--- src/rtl/da_fir_pkg.sv ---
`timescale 1ns/1ps
package da_fir_pkg;
  localparam int LUT_IN    = 4;
  localparam int LUT_DEPTH = 1 << LUT_IN;

  function automatic int ceil_div(input int a, input int b);
    return (a + b - 1) / b;
  endfunction
endpackage

--- src/rtl/da_tap_line.sv ---
`timescale 1ns/1ps
module da_tap_line #(
  parameter int DATA_W   = 12,
  parameter int NUM_TAPS = 8
) (
  input  logic                         clk_i,
  input  logic                         rst_ni,
  input  logic                         shift_i,
  input  logic [DATA_W-1:0]            data_i,
  output logic [NUM_TAPS*DATA_W-1:0]   taps_o
);
  logic [DATA_W-1:0] tap_q [NUM_TAPS];

  always_ff @(posedge clk_i or negedge rst_ni) begin
    if (!rst_ni) begin
      for (int k = 0; k < NUM_TAPS; k++) tap_q[k] <= '0;
    end else if (shift_i) begin
      tap_q[0] <= data_i;
      for (int k = 1; k < NUM_TAPS; k++) tap_q[k] <= tap_q[k-1];
    end
  end

  for (genvar k = 0; k < NUM_TAPS; k++) begin : g_flat
    assign taps_o[k*DATA_W +: DATA_W] = tap_q[k];
  end
endmodule

--- src/rtl/da_plane.sv ---
`timescale 1ns/1ps
// One bit-plane: 4-input partial tables summed across tap groups.
module da_plane
  import da_fir_pkg::*;
#(
  parameter int NUM_TAPS = 8,
  parameter int COEF_W   = 10,
  parameter int SUM_W    = 13,
  parameter logic signed [COEF_W-1:0] COEFS [NUM_TAPS] = '{default: '0}
) (
  input  logic [NUM_TAPS-1:0]      bits_i,
  output logic signed [SUM_W-1:0]  sum_o
);
  localparam int NUM_GRP = ceil_div(NUM_TAPS, LUT_IN);
  localparam int PAD_W   = NUM_GRP * LUT_IN;

  function automatic logic signed [SUM_W-1:0] lut_entry(input int g, input int a);
    logic signed [SUM_W-1:0] s;
    s = '0;
    for (int k = 0; k < LUT_IN; k++) begin
      if ((((a >> k) & 1) == 1) && ((g*LUT_IN + k) < NUM_TAPS))
        s = s + SUM_W'(COEFS[g*LUT_IN + k]);
    end
    return s;
  endfunction

  logic [PAD_W-1:0]        pad;
  logic signed [SUM_W-1:0] grp [NUM_GRP];

  assign pad = PAD_W'(bits_i);

  for (genvar g = 0; g < NUM_GRP; g++) begin : g_grp
    logic signed [SUM_W-1:0] lut [LUT_DEPTH];
    for (genvar e = 0; e < LUT_DEPTH; e++) begin : g_ent
      assign lut[e] = lut_entry(g, e);
    end
    assign grp[g] = lut[pad[g*LUT_IN +: LUT_IN]];
  end

  always_comb begin
    sum_o = '0;
    for (int g = 0; g < NUM_GRP; g++) sum_o = sum_o + grp[g];
  end
endmodule

--- src/rtl/da_fir_folded.sv ---
`timescale 1ns/1ps
module da_fir_folded #(
  parameter int DATA_W   = 12,
  parameter int NUM_TAPS = 8,
  parameter int COEF_W   = 10,
  parameter int FOLD     = 12,
  parameter logic signed [COEF_W-1:0] COEFS [NUM_TAPS] =
    '{-10'sd5, 10'sd12, -10'sd40, 10'sd150, 10'sd200, -10'sd60, 10'sd25, -10'sd9},
  localparam int OUT_W   = DATA_W + COEF_W + $clog2(NUM_TAPS)
) (
  input  logic              clk_i,
  input  logic              rst_ni,
  input  logic              in_valid_i,
  input  logic [DATA_W-1:0] in_data_i,
  output logic              out_valid_o,
  output logic [OUT_W-1:0]  out_data_o,
  output logic              overrun_o
);
  localparam int BPC   = DATA_W / FOLD;
  localparam int CNT_W = (FOLD > 1) ? $clog2(FOLD) : 1;
  localparam int SUM_W = COEF_W + $clog2(NUM_TAPS);

  if ((DATA_W % FOLD) != 0) begin : g_bad_fold
    $error("FOLD must divide DATA_W");
  end

  logic                         busy_q;
  logic [CNT_W-1:0]             cnt_q;
  logic signed [OUT_W-1:0]      acc_q, step, out_q;
  logic                         out_vld_q, ovr_q;
  logic                         last, accept;
  logic [NUM_TAPS*DATA_W-1:0]   taps;
  logic [NUM_TAPS-1:0]          plane_bits [BPC];
  logic signed [SUM_W-1:0]      plane_sum  [BPC];

  // final compute cycle frees the slot for the next sample
  assign last   = busy_q && (int'(cnt_q) == FOLD - 1);
  assign accept = in_valid_i && (!busy_q || last);

  da_tap_line #(.DATA_W(DATA_W), .NUM_TAPS(NUM_TAPS)) u_taps (
    .clk_i   (clk_i),
    .rst_ni  (rst_ni),
    .shift_i (accept),
    .data_i  (in_data_i),
    .taps_o  (taps)
  );

  always_comb begin
    for (int j = 0; j < BPC; j++) begin
      for (int k = 0; k < NUM_TAPS; k++) begin
        plane_bits[j][k] = taps[k*DATA_W + int'(cnt_q)*BPC + j];
      end
    end
  end

  for (genvar j = 0; j < BPC; j++) begin : g_plane
    da_plane #(
      .NUM_TAPS (NUM_TAPS),
      .COEF_W   (COEF_W),
      .SUM_W    (SUM_W),
      .COEFS    (COEFS)
    ) u_plane (
      .bits_i (plane_bits[j]),
      .sum_o  (plane_sum[j])
    );
  end

  // weight each plane by its bit position; sign plane is negative
  always_comb begin
    step = '0;
    for (int j = 0; j < BPC; j++) begin
      int b;
      logic signed [OUT_W-1:0] term;
      b    = int'(cnt_q)*BPC + j;
      term = OUT_W'(plane_sum[j]) <<< b;
      if (b == DATA_W - 1) step = step - term;
      else                 step = step + term;
    end
  end

  always_ff @(posedge clk_i or negedge rst_ni) begin
    if (!rst_ni) begin
      busy_q    <= 1'b0;
      cnt_q     <= '0;
      acc_q     <= '0;
      out_q     <= '0;
      out_vld_q <= 1'b0;
      ovr_q     <= 1'b0;
    end else begin
      out_vld_q <= last;
      ovr_q     <= in_valid_i && !accept;
      if (last) out_q <= acc_q + step;
      if (accept) begin
        busy_q <= 1'b1;
        cnt_q  <= '0;
        acc_q  <= '0;
      end else if (last) begin
        busy_q <= 1'b0;
      end else if (busy_q) begin
        cnt_q  <= cnt_q + 1'b1;
        acc_q  <= acc_q + step;
      end
    end
  end

  assign out_valid_o = out_vld_q;
  assign out_data_o  = out_q;
  assign overrun_o   = ovr_q;
endmodule

--- config.mk ---
export PLATFORM = sky130hd
export DESIGN_NAME = da_fir_folded
export DESIGN_NICKNAME = d
export VERILOG_FILES = /design/src/rtl/da_fir_pkg.sv /design/src/rtl/da_tap_line.sv /design/src/rtl/da_plane.sv /design/src/rtl/da_fir_folded.sv
export SDC_FILE = /design/constraint.sdc
export NUM_CORES = 1
export LEC_CHECK = 0
export ABC_AREA = 1
export CAP_MARGIN = 20
export CORE_UTILIZATION = 35
export DETAILED_ROUTE_END_ITERATION = 7
export GPL_TIMING_DRIVEN = 0
export PLACE_DENSITY_LB_ADDON = 0.12
export SLEW_MARGIN = 20
export SYNTH_ARGS = -nofsm -noshare
export SYNTH_HDL_FRONTEND = slang
export SYNTH_HIERARCHICAL = 1
export SYNTH_SLANG_ARGS = --single-unit
--- constraint.sdc ---
create_clock -name clk_i -period 7.8 [get_ports clk_i]
set_clock_uncertainty 0.2 [all_clocks]
set_input_delay 1.56 -clock clk_i [delete_from_list [all_inputs] [get_ports clk_i]]
set_output_delay 1.56 -clock clk_i [all_outputs]
set_load 0.01 [all_outputs]
# Yosys cells after proc, flatten, opt, wreduce, memory -nomap -nowiden
# Memories as Yosys holds them, arrays and structs flattened.
# Cells that the tools add are included.
# classes
addsub	11
magnitude_cmp	10
n_eq_ne	2
shift	1
mux	36
bitwise_logic	2
reduce_logical	9
# ops
operator	count
25-bit two-way mux	4
13-bit two-way mux	4
1-bit binary-select mux with 7-bit select	7
25-bit adder	1
13-bit by 4-bit <<< shifter with 25-bit output	1
1-bit by 25-bit subtractor with 25-bit output (first input constant)	1
7-bit by 8-bit less-than comparator with 1-bit output (second input constant)	3
6-bit by 4-bit adder with 7-bit output (first input constant)	3
1-bit two-way mux	17
7-bit by 4-bit adder with 8-bit output (first input constant)	2
8-bit less-than comparator (second input constant)	2
13-bit adder	1
4-bit two-way mux	3
5-bit >= comparator (second input constant)	2
4-bit inverter with 5-bit output	2
4-bit by 8-bit less-than comparator with 1-bit output (second input constant)	1
5-bit by 8-bit less-than comparator with 1-bit output (second input constant)	1
6-bit by 8-bit less-than comparator with 1-bit output (second input constant)	1
5-bit by 4-bit adder with 6-bit output (first input constant)	1
4-bit by 4-bit adder with 5-bit output (first input constant)	1
4-bit by 1-bit adder with 4-bit output (second input constant)	1
1-bit binary-select mux with 4-bit select	1
4-bit equality test (second input constant)	1
2-bit nonzero test	2
5 further kinds	8
# totals
ff_bits	153
mem_bits_ro	416
input_bits	15
out_inout_bits	27
memories	2
# memory_table
name	depth	width	rd	rd_clocked_by_memory_dff	wr	line	source
(name not given)	16	13	1	0	0	da_plane.sv:37	assign grp[g] = lut[pad[g*LUT_IN +: LUT_IN]];
(name not given)	16	13	1	0	0	da_plane.sv:37	

# Logic depth before layout (Yosys ltp)
# Gate-level depths: netlist (run 1).
# depth
word_depth	16
ltp_mapped	48

# Modules after synthesis
# The synthesis (run 1) kept the hierarchy.
# modules_own_cells
mod	instances	cells_per_inst	area_each_um2	seq_area_each_um2
da_fir_folded	1	904	6053.3	1426.4
da_tap_line	1	406	3629.7	2402.3
da_plane	1	141	837.1	0.0

# Least setup slack after synthesis (run 1)
# Ideal clock, no wire load.
# synth_timing
kind	register to register
start	register cnt_q[2]
end	register out_q[22] (netlist: out_data_o[22])
setup_ps	118
arrival_time_ps	6081
setup_slack_ps	1401
stages_incl_launch_ff	41
n_path_buf	3
synth_period_minus_slack_ps	6399
cell_sequence	dfrtp_1 -> buf_4 -> inv_2 -> buf_2 -> buf_1 -> ha_1 -> inv_1 -> nand3_1 -> a31oi_1 -> inv_1 -> ha_1 -> nor2_1 -> nor2_1 -> nand2_1 -> nand2_1 -> ha_1 -> a21oi_2 -> nor2_1 -> [... 5 more ...] -> nand3_2 -> nand3_2 -> nand3_1 -> nand2_2 -> nand3_1 -> nor2_4 -> nand2_2 -> o31ai_4 -> xor2_1 -> ha_1 -> a21oi_1 -> o21ai_0 -> a21oi_1 -> nand3_1 -> a31o_2 -> or2_2 -> nand3_1 -> nand2_1
# synth_rtl
element	line	source
start, declared	da_fir_folded.sv:28	logic [CNT_W-1:0] cnt_q;
start signal, assigned	da_fir_folded.sv:100	cnt_q <= cnt_q + 1'b1;
end signal, assigned	da_fir_folded.sv:92	if (last) out_q <= acc_q + step;
end, declared	da_fir_folded.sv:29	logic signed [OUT_W-1:0] acc_q, step, out_q;

==> reports/summary.md, run 1 <==
After detailed routing, the number of remaining DRC violations is 0. The routed layout has 9591 vias. In this run the worst hold path is classified as reg -> reg. The placeable core area was 29600 sq um; the count of nets after finishing was 1584. The flow ran to the end, and the final reports show no timing, DRC or antenna violations.

In the routed layout, each cell is associated on average with a via count of 5.00. The critical path is of the reg -> reg type. Routability-driven placement finished with a final weighted congestion of 0.894. The antenna diode count is 0, and the wire length per cell after detailed routing is 16.0 um.

Of all nets on the critical path, the largest fanout is 10. The per-instance average area after synthesis is 7.25 sq um. The tools report the launching element type of the critical path as a register. During I/O placement, the number of pins put on the boundary was 42.

The run gives 7.92 ns as the critical path data required time. When the netlist entered floorplanning its net count stood at 1520. The share of the clock period used by the worst path after layout is 0.930. Initial antenna violation count: 0. The hold violation total from the final report was 0.

The run gives 63 as the number of rows in the core area. The sequential element share of the synthesized area is 0.364, and the max-cap violation count is 0. The synthesized design contains 0 enable-type register cells.

Based on the critical path, the design can be clocked at up to 0.138 GHz. The most common cell in the synthesized netlist is nand2_1. The first detailed-routing pass took 5 iterations. The number of levels in the clock H-tree was 4.

Max-slew headroom at the worst pin: 0.464. The beginning of the critical path was cnt_q[1]. Slew at the pin with the worst max-slew slack: 0.801 ns. The number of hold buffers added after CTS was 0.

The data arrival time at the worst-slack endpoint was 7.37 ns; the share of post-route cells with drive strength above 1 was 0.119. The tools report the nature of the critical path endpoint as a register. The run gives 9287 as the via count of the first global-routing pass. For the synthesized area, the log shows 10500 sq um. Yosys printed 6 warnings. The overflow left after global routing was 0; the number of distinct library cells after synthesis was 54. The post-route antenna net violation count is 0, and the number of endpoints failing setup at the final stage is 0. Signed area change from the synthesized netlist to the final layout: 15.6%.

The number of buffers on the longest clock path is 2. Setup repair after global routing left no endpoint under its margin. The max-slew violation count is 0. The slowest stage cell on the critical path was dfrtp_1.

The half-perimeter wire length after placement came out at 23.5 mm. Total clock buffers created by CTS: 17. Among all flip-flop cells after synthesis, the most frequent one is dfrtp_1. After the first detailed-routing iteration, the DRC count stood at 688. The tools report the total routing resource utilization after global routing as 0.207.

In this run the most critical hold path is launched from u_taps/taps_o[94]. For the number of clock sinks seen by CTS, the log shows 153. The tightest hold path in the finished design has a slack of 0.269 ns. The startpoint identified for the worst register-to-register timing path is cnt_q[1]. The worst path in the final design needs a cycle of 7.25 ns, including I/O delays and setup.

Height of the die: 175 um. The synthesized design spends more area on one cell type than any other, namely dfrtp_1. The floorplan step defined a die boundary enclosing 30800 sq um. Share of Yosys cell area claimed by the top area cell type: 0.364. The post-synthesis async set-or-reset flop share was 1.00; the clock latency reported for the late side of the worst-skew pair was 0.45 ns. The die is 175 um wide. Entering global routing, the biggest net connects 67 pins.

The first global-routing pass estimated 49.5 mm of wire. The delay contributed by the slowest stage of the critical path is 0.40 ns. The cell count after synthesis came out at 1451. The commonest cells after synthesis are nand2_1, dfrtp_1, nand3_1. TritonCTS built the clock tree. Clock-pin slew was measured on the worst setup and hold paths at 0.06 ns.

The initial cell density of the core is 0.355. Ranked by total cell area, the synthesized netlist is headed by dfrtp_1, nand2_1, ha_1, nand3_1, a21oi_1. Input and output buffers added on the ports amount to 41. Clock tree synthesis selected as its root buffer the cell clkbuf_16. The synthesis-stage register bit count was 153.

Among the stages of the critical path, the cell type that occurs most often is nand2_1. Wires add up to 30.7 mm.
[flip-flops by register name (all words and copies together) (netlist names)]
signal,flops
u_taps/taps_o,96
busy_q,1
out_data_o,25
out_valid_o,1
overrun_o,1
acc_q,25
cnt_q,4
[through the flow]
stage | util | area (sq um) | instances | TNS, ns | setup slack (ns)
finish | 0.410 | 12200 | 1917 | 0 | 0.547
global route | 0.410 | 12200 | 1917 | 0 | 0.00484
CTS | 0.407 | 12100 | 1914 | 0 | 0.0403
detailed placement | 0.387 | 11500 | 1884 | -0.523 | -0.164
global placement | 0.385 | 11400 | 1882 | -302.02 | -2.00
floorplan | - | 10500 | 1451 | 0 | 1.40
[metal layers]
| metal | track usage | vias up | part of all wire |
|---|---|---|---|
| met3 | 0.0329 | 36 | 0.033 |
| met1 | 0.274 | 4540 | 0.47 |
| met4 | 0.0725 | 0 | 0.020 |
| li1 | - | 4850 | - |
| met5 | 0 | - | 0 |
| met2 | 0.343 | 165 | 0.48 |
[layout by cell type (no fill, tap or decap), types with 5 or more instances in the layout]
master and count:
o221ai_1 6, nand3_1 91, nand4_1 6, a21oi_1 62, buf_6 8, o21ai_0 61, inv_2 5, xor2_1 24
clkbuf_1 15, dfrtp_1 153, buf_4 17, xnor2_1 14, o22ai_1 6, nand2_2 22, or2_2 6, nor2_1 54
clkbuf_2 5, buf_2 16, ha_1 51, nor2_2 7, o21ai_1 7, clkdlybuf4s50_1 40, inv_1 78, a31oi_1 8
nand3_2 24, clkbuf_4 7, a21oi_2 5, nand2_1 621, a32o_1 19, o21bai_1 5, clkbuf_16 17
[cell type report]
| cell class | instances | area (sq um) |
|---|---|---|
| flip-flops and latches | 153 | 3830 |
| clock inverters | 9 | 116 |
| multi-input cells | 1144 | 6010 |
| clock buffers | 22 | 454 |
| inverters | 87 | 337 |
| well taps | 390 | 488 |
| plain buffers | 66 | 429 |
| fillers | 3128 | 17500 |
| repair buffers | 46 | 493 |
[worst max-delay path, delay by kind of cell, from the launching register on]
kind                     cells  cell delay [ns]
AND/OR/NAND/NOR             24             2.48
XOR/XNOR                     1             0.32
flip-flops                   1             0.40
buffers and inverters        7             1.20
adder cells (fa/ha/maj)      3             0.90
AO/OA/AOI/OAI                7             1.60
[cell families (layout without fill, tap and decap cells)]
kind of cell | count (synthesis) | after routing | synth area share
simple gates | 850 | 850 | 0.350
fa+ha+maj | 54 | 54 | 0.0657
flops | 153 | 153 | 0.364
buf+inv | 154 | 230 | 0.0692
compound gates | 201 | 201 | 0.119
xor+xnor | 39 | 39 | 0.0325
[worst paths after layout]
kind,end,slack [ns],cells after the start
worst max-delay path,out_data_o[22],0.55,42
worst min-delay path,u_taps/taps_o[94],0.27,2
worst min register to register,u_taps/taps_o[94],0.27,2
max in group asynchronous,acc_q[21],5.64,3
min in group asynchronous,u_taps/taps_o[94],0.82,1
worst max register to register,out_data_o[22],0.55,42
[repair_timing]
action                     4_1_cts  5_1_grt
resized for setup                3       36
setup buffers                    0        3
setup endpoints to repair        8       28
pin swaps                        0        3
Power of run 1 is not shown: default switching activity piles up to over one toggle a cycle in this logic, so the estimate is an artifact.
==> run 2: changes to the inputs <==
- GPL_TIMING_DRIVEN: 0 -> unset
- HOLD_SLACK_MARGIN: unset -> 0.12
==> run 2 against run 1 <==
Against the previous run: worst hold slack gained 0.0063 ns; global-route usage decreased by 1.2 points; die area did not move; maximum frequency increased by 4.2%; critical path depth down 5; first-iteration DRC count shrank 12%; via count shrank 3.6%; register-to-register slack improved by 0.29 ns; sequential share of layout area grew 1.1 points; worst setup slack better by 0.29 ns; flip-flop and latch count unchanged; wire length down 6.8%.
==> reports/summary.md, run 2 (synthesized netlist as in run 1, its figures left out) <==
The flow ran to the end, and the final reports show no timing, DRC or antenna violations. The top achievable clock speed was 0.144 GHz; the max-slew headroom at the worst pin was 0.337. The overflow left after global routing is 0, and the count of cell instances traversed by the critical path is 37. The tools report the largest net degree at the start of global routing as 97. After detailed routing, the number of remaining DRC violations is 0. The delay contributed by the slowest stage of the critical path is 0.51 ns, and the via density per instance is 4.96. The register with the most flip-flops in the layout has 96 of them. The worst setup path endpoint is acc_q[22].

The share of post-route cells with drive strength above 1 came out at 0.0957. The wire length of the first global-routing pass was 47.9 mm; the total buffers and inverters traversed by the critical path was 1. The critical path starts at cnt_q[0]. After floorplanning, the core was sized to cover 29600 sq um. In the layout the commonest cells are nand2_1, dfrtp_1, nand3_1.

The final layout contains 1529 nets. The number of cells traversed by the worst register-to-register path is 37, and the clock-pin slew on the worst setup and hold paths is 0.07 ns. For the final weighted congestion in routability-driven placement, the log shows 0.940. The number of rows in the core area is 63, and the number of top-level pins is 42. Fill cells in the final layout number 3215.

TritonCTS created 17 clock buffers. In this run the clock root is driven by a clkbuf_16. The run gives 8 as the detailed-routing iteration count for the pre-antenna-repair pass.

The critical path's most frequent cell was nand2_1. TritonCTS built the clock tree. The biggest fanout along the worst timing path works out to 46. From bottom edge to top edge, the die measures 175 um. Data arrival time at the worst-slack endpoint: 7.09 ns. Setup repair after global routing left no endpoint under its margin. Count of instances resized after the clock tree is built: 0. From synthesis to final layout, the design area changed by 11.5%. The post-layout minimum cycle time was 6.96 ns. The combined area of the multi-input logic cells came out at 5980 sq um.

The share of the clock period used by the worst path after layout is 0.892, and the final wirelength is 28.6 mm. The tools report the critical path data required time as 7.93 ns. The path class of the tightest hold or removal check is reg -> reg. For the total number of vias, the log shows 9245.

Setup violations remaining at the end of the flow were counted as 0. For the final-layout setup total negative slack, the log shows 0 ns. Cell family contributing the most delay on the critical path: compound AO/OA/AOI/OAI gates. The H-tree was split into 4 levels.

After the first detailed-routing iteration, the DRC count stood at 608. The max-slew violation count was 0. The library cell used most frequently in the layout, excluding fill and tap cells, is nand2_1. The max-cap violation count is 0, and the area taken by flip-flops and latches is 3830 sq um. The worst register-to-register path has a setup slack of 0.84 ns.

The via count of the first global-routing pass came out at 9109. The floorplan step defined a die boundary enclosing 30800 sq um. The startpoint-to-endpoint class of the critical path is reg -> reg. In the final routed layout, each cell accounts on average for 15.3 um. In this run the critical register-to-register path is launched from cnt_q[0]. The hold violation total from the final report came out at 0. The initial antenna violation count came out at 0.

The slowest stage cell on the critical path was dfrtp_2. The total routing resource utilization after global routing came out at 0.195. The run gives 0.355 as the initial cell density of the core. At the later pin of the worst-skew pair, clock insertion delay measures 0.45 ns. The logs give 0.396 for the share of the core filled with cells in the final layout and 20.1 mm for the half-perimeter wire length after placement.

The post-route antenna net violation count came out at 0. The clock drives 153 sinks. The logs give 0 for the antenna diode count and 2 for the number of buffers on the longest clock path. During placement, the flow inserted port buffers numbering 41.

At the pin with the least slew margin, the transition time is 0.995 ns. In this run the horizontal extent of the chip is 175 um. The tools report the launching element type of the critical path as a register. STA classifies the critical path endpoint as a register. The number of buffers inserted for hold repair after clock tree synthesis was 0.

Post-CTS timing repair inserted 0 buffers for setup. In this run the critical register-to-register path is captured at acc_q[22].
==> run 2: cell types whose count changed in the layout (fill, tap and decap cells not counted), sizes merged <==
cell      before  now
buf           49   17
clkbuf        45   17
bufinv         2    0
clkinv         5    6
inv           88   93
clkinvlp       1    3
==> run 2: per-layer routing <==
layer / vias up / wire, um / track usage
li1: 4740 / - / -
met3: 19 / 603 / 0.0249
met1: 4354 / 13900 / 0.263
met5: - / 0 / 0
met2: 132 / 13700 / 0.329
met4: 0 / 391 / 0.0540
==> run 2: worst reg2reg max path, delay by kind of cell, from the launching register on <==
kind	cells	cell delay [ns]
flip-flops	1	0.51
adder cells (fa/ha/maj)	3	1.08
buffers and inverters	1	0.31
AO/OA/AOI/OAI	14	2.42
AND/OR/NAND/NOR	18	2.10
XOR/XNOR	1	0.24
==> run 2: final cells by class <==
type                            instances  area share
Multi-Input combinational cell       1144       0.509
Sequential cell                       153       0.326
Timing Repair Buffer                   57      0.0460
Tap cell                              390      0.0416
Clock buffer                           17      0.0363
Inverter                               87      0.0291
Clock inverter                         15      0.0113
==> run 2: through the flow <==
step	area, sq um	cells	worst slack, ns	hold WS (ns)
floorplan	10500	1451	1.40	0.237
global route	11700	1863	0.109	0.294
global placement	11200	1831	0.712	0.250
finish	11700	1863	0.839	0.275
CTS	11700	1863	0.630	0.274
detailed placement	11200	1831	0.666	0.256
==> run 2: worst min path at each step <==
stage | cells after the start | slack, ns | end | start
finish | 2 | 0.28 | u_taps/taps_o[93] | u_taps/taps_o[93]
global route | 2 | 0.29 | u_taps/taps_o[90] | u_taps/taps_o[90]
CTS | 2 | 0.27 | u_taps/taps_o[93] | u_taps/taps_o[93]
detailed placement | 2 | 0.26 | u_taps/taps_o[90] | u_taps/taps_o[90]
global placement | 2 | 0.25 | u_taps/taps_o[90] | u_taps/taps_o[90]
floorplan | 2 | 0.24 | u_taps/taps_o[90] | u_taps/taps_o[90]
Power of run 2 is left out for the same reason.
==> run 3: changes to the inputs <==
- GPL_TIMING_DRIVEN: unset -> 0
==> results of run 3 <==
The final DEF is identical to that of run 1; final timing and power are the same.
Power of run 3 is left out for the same reason.
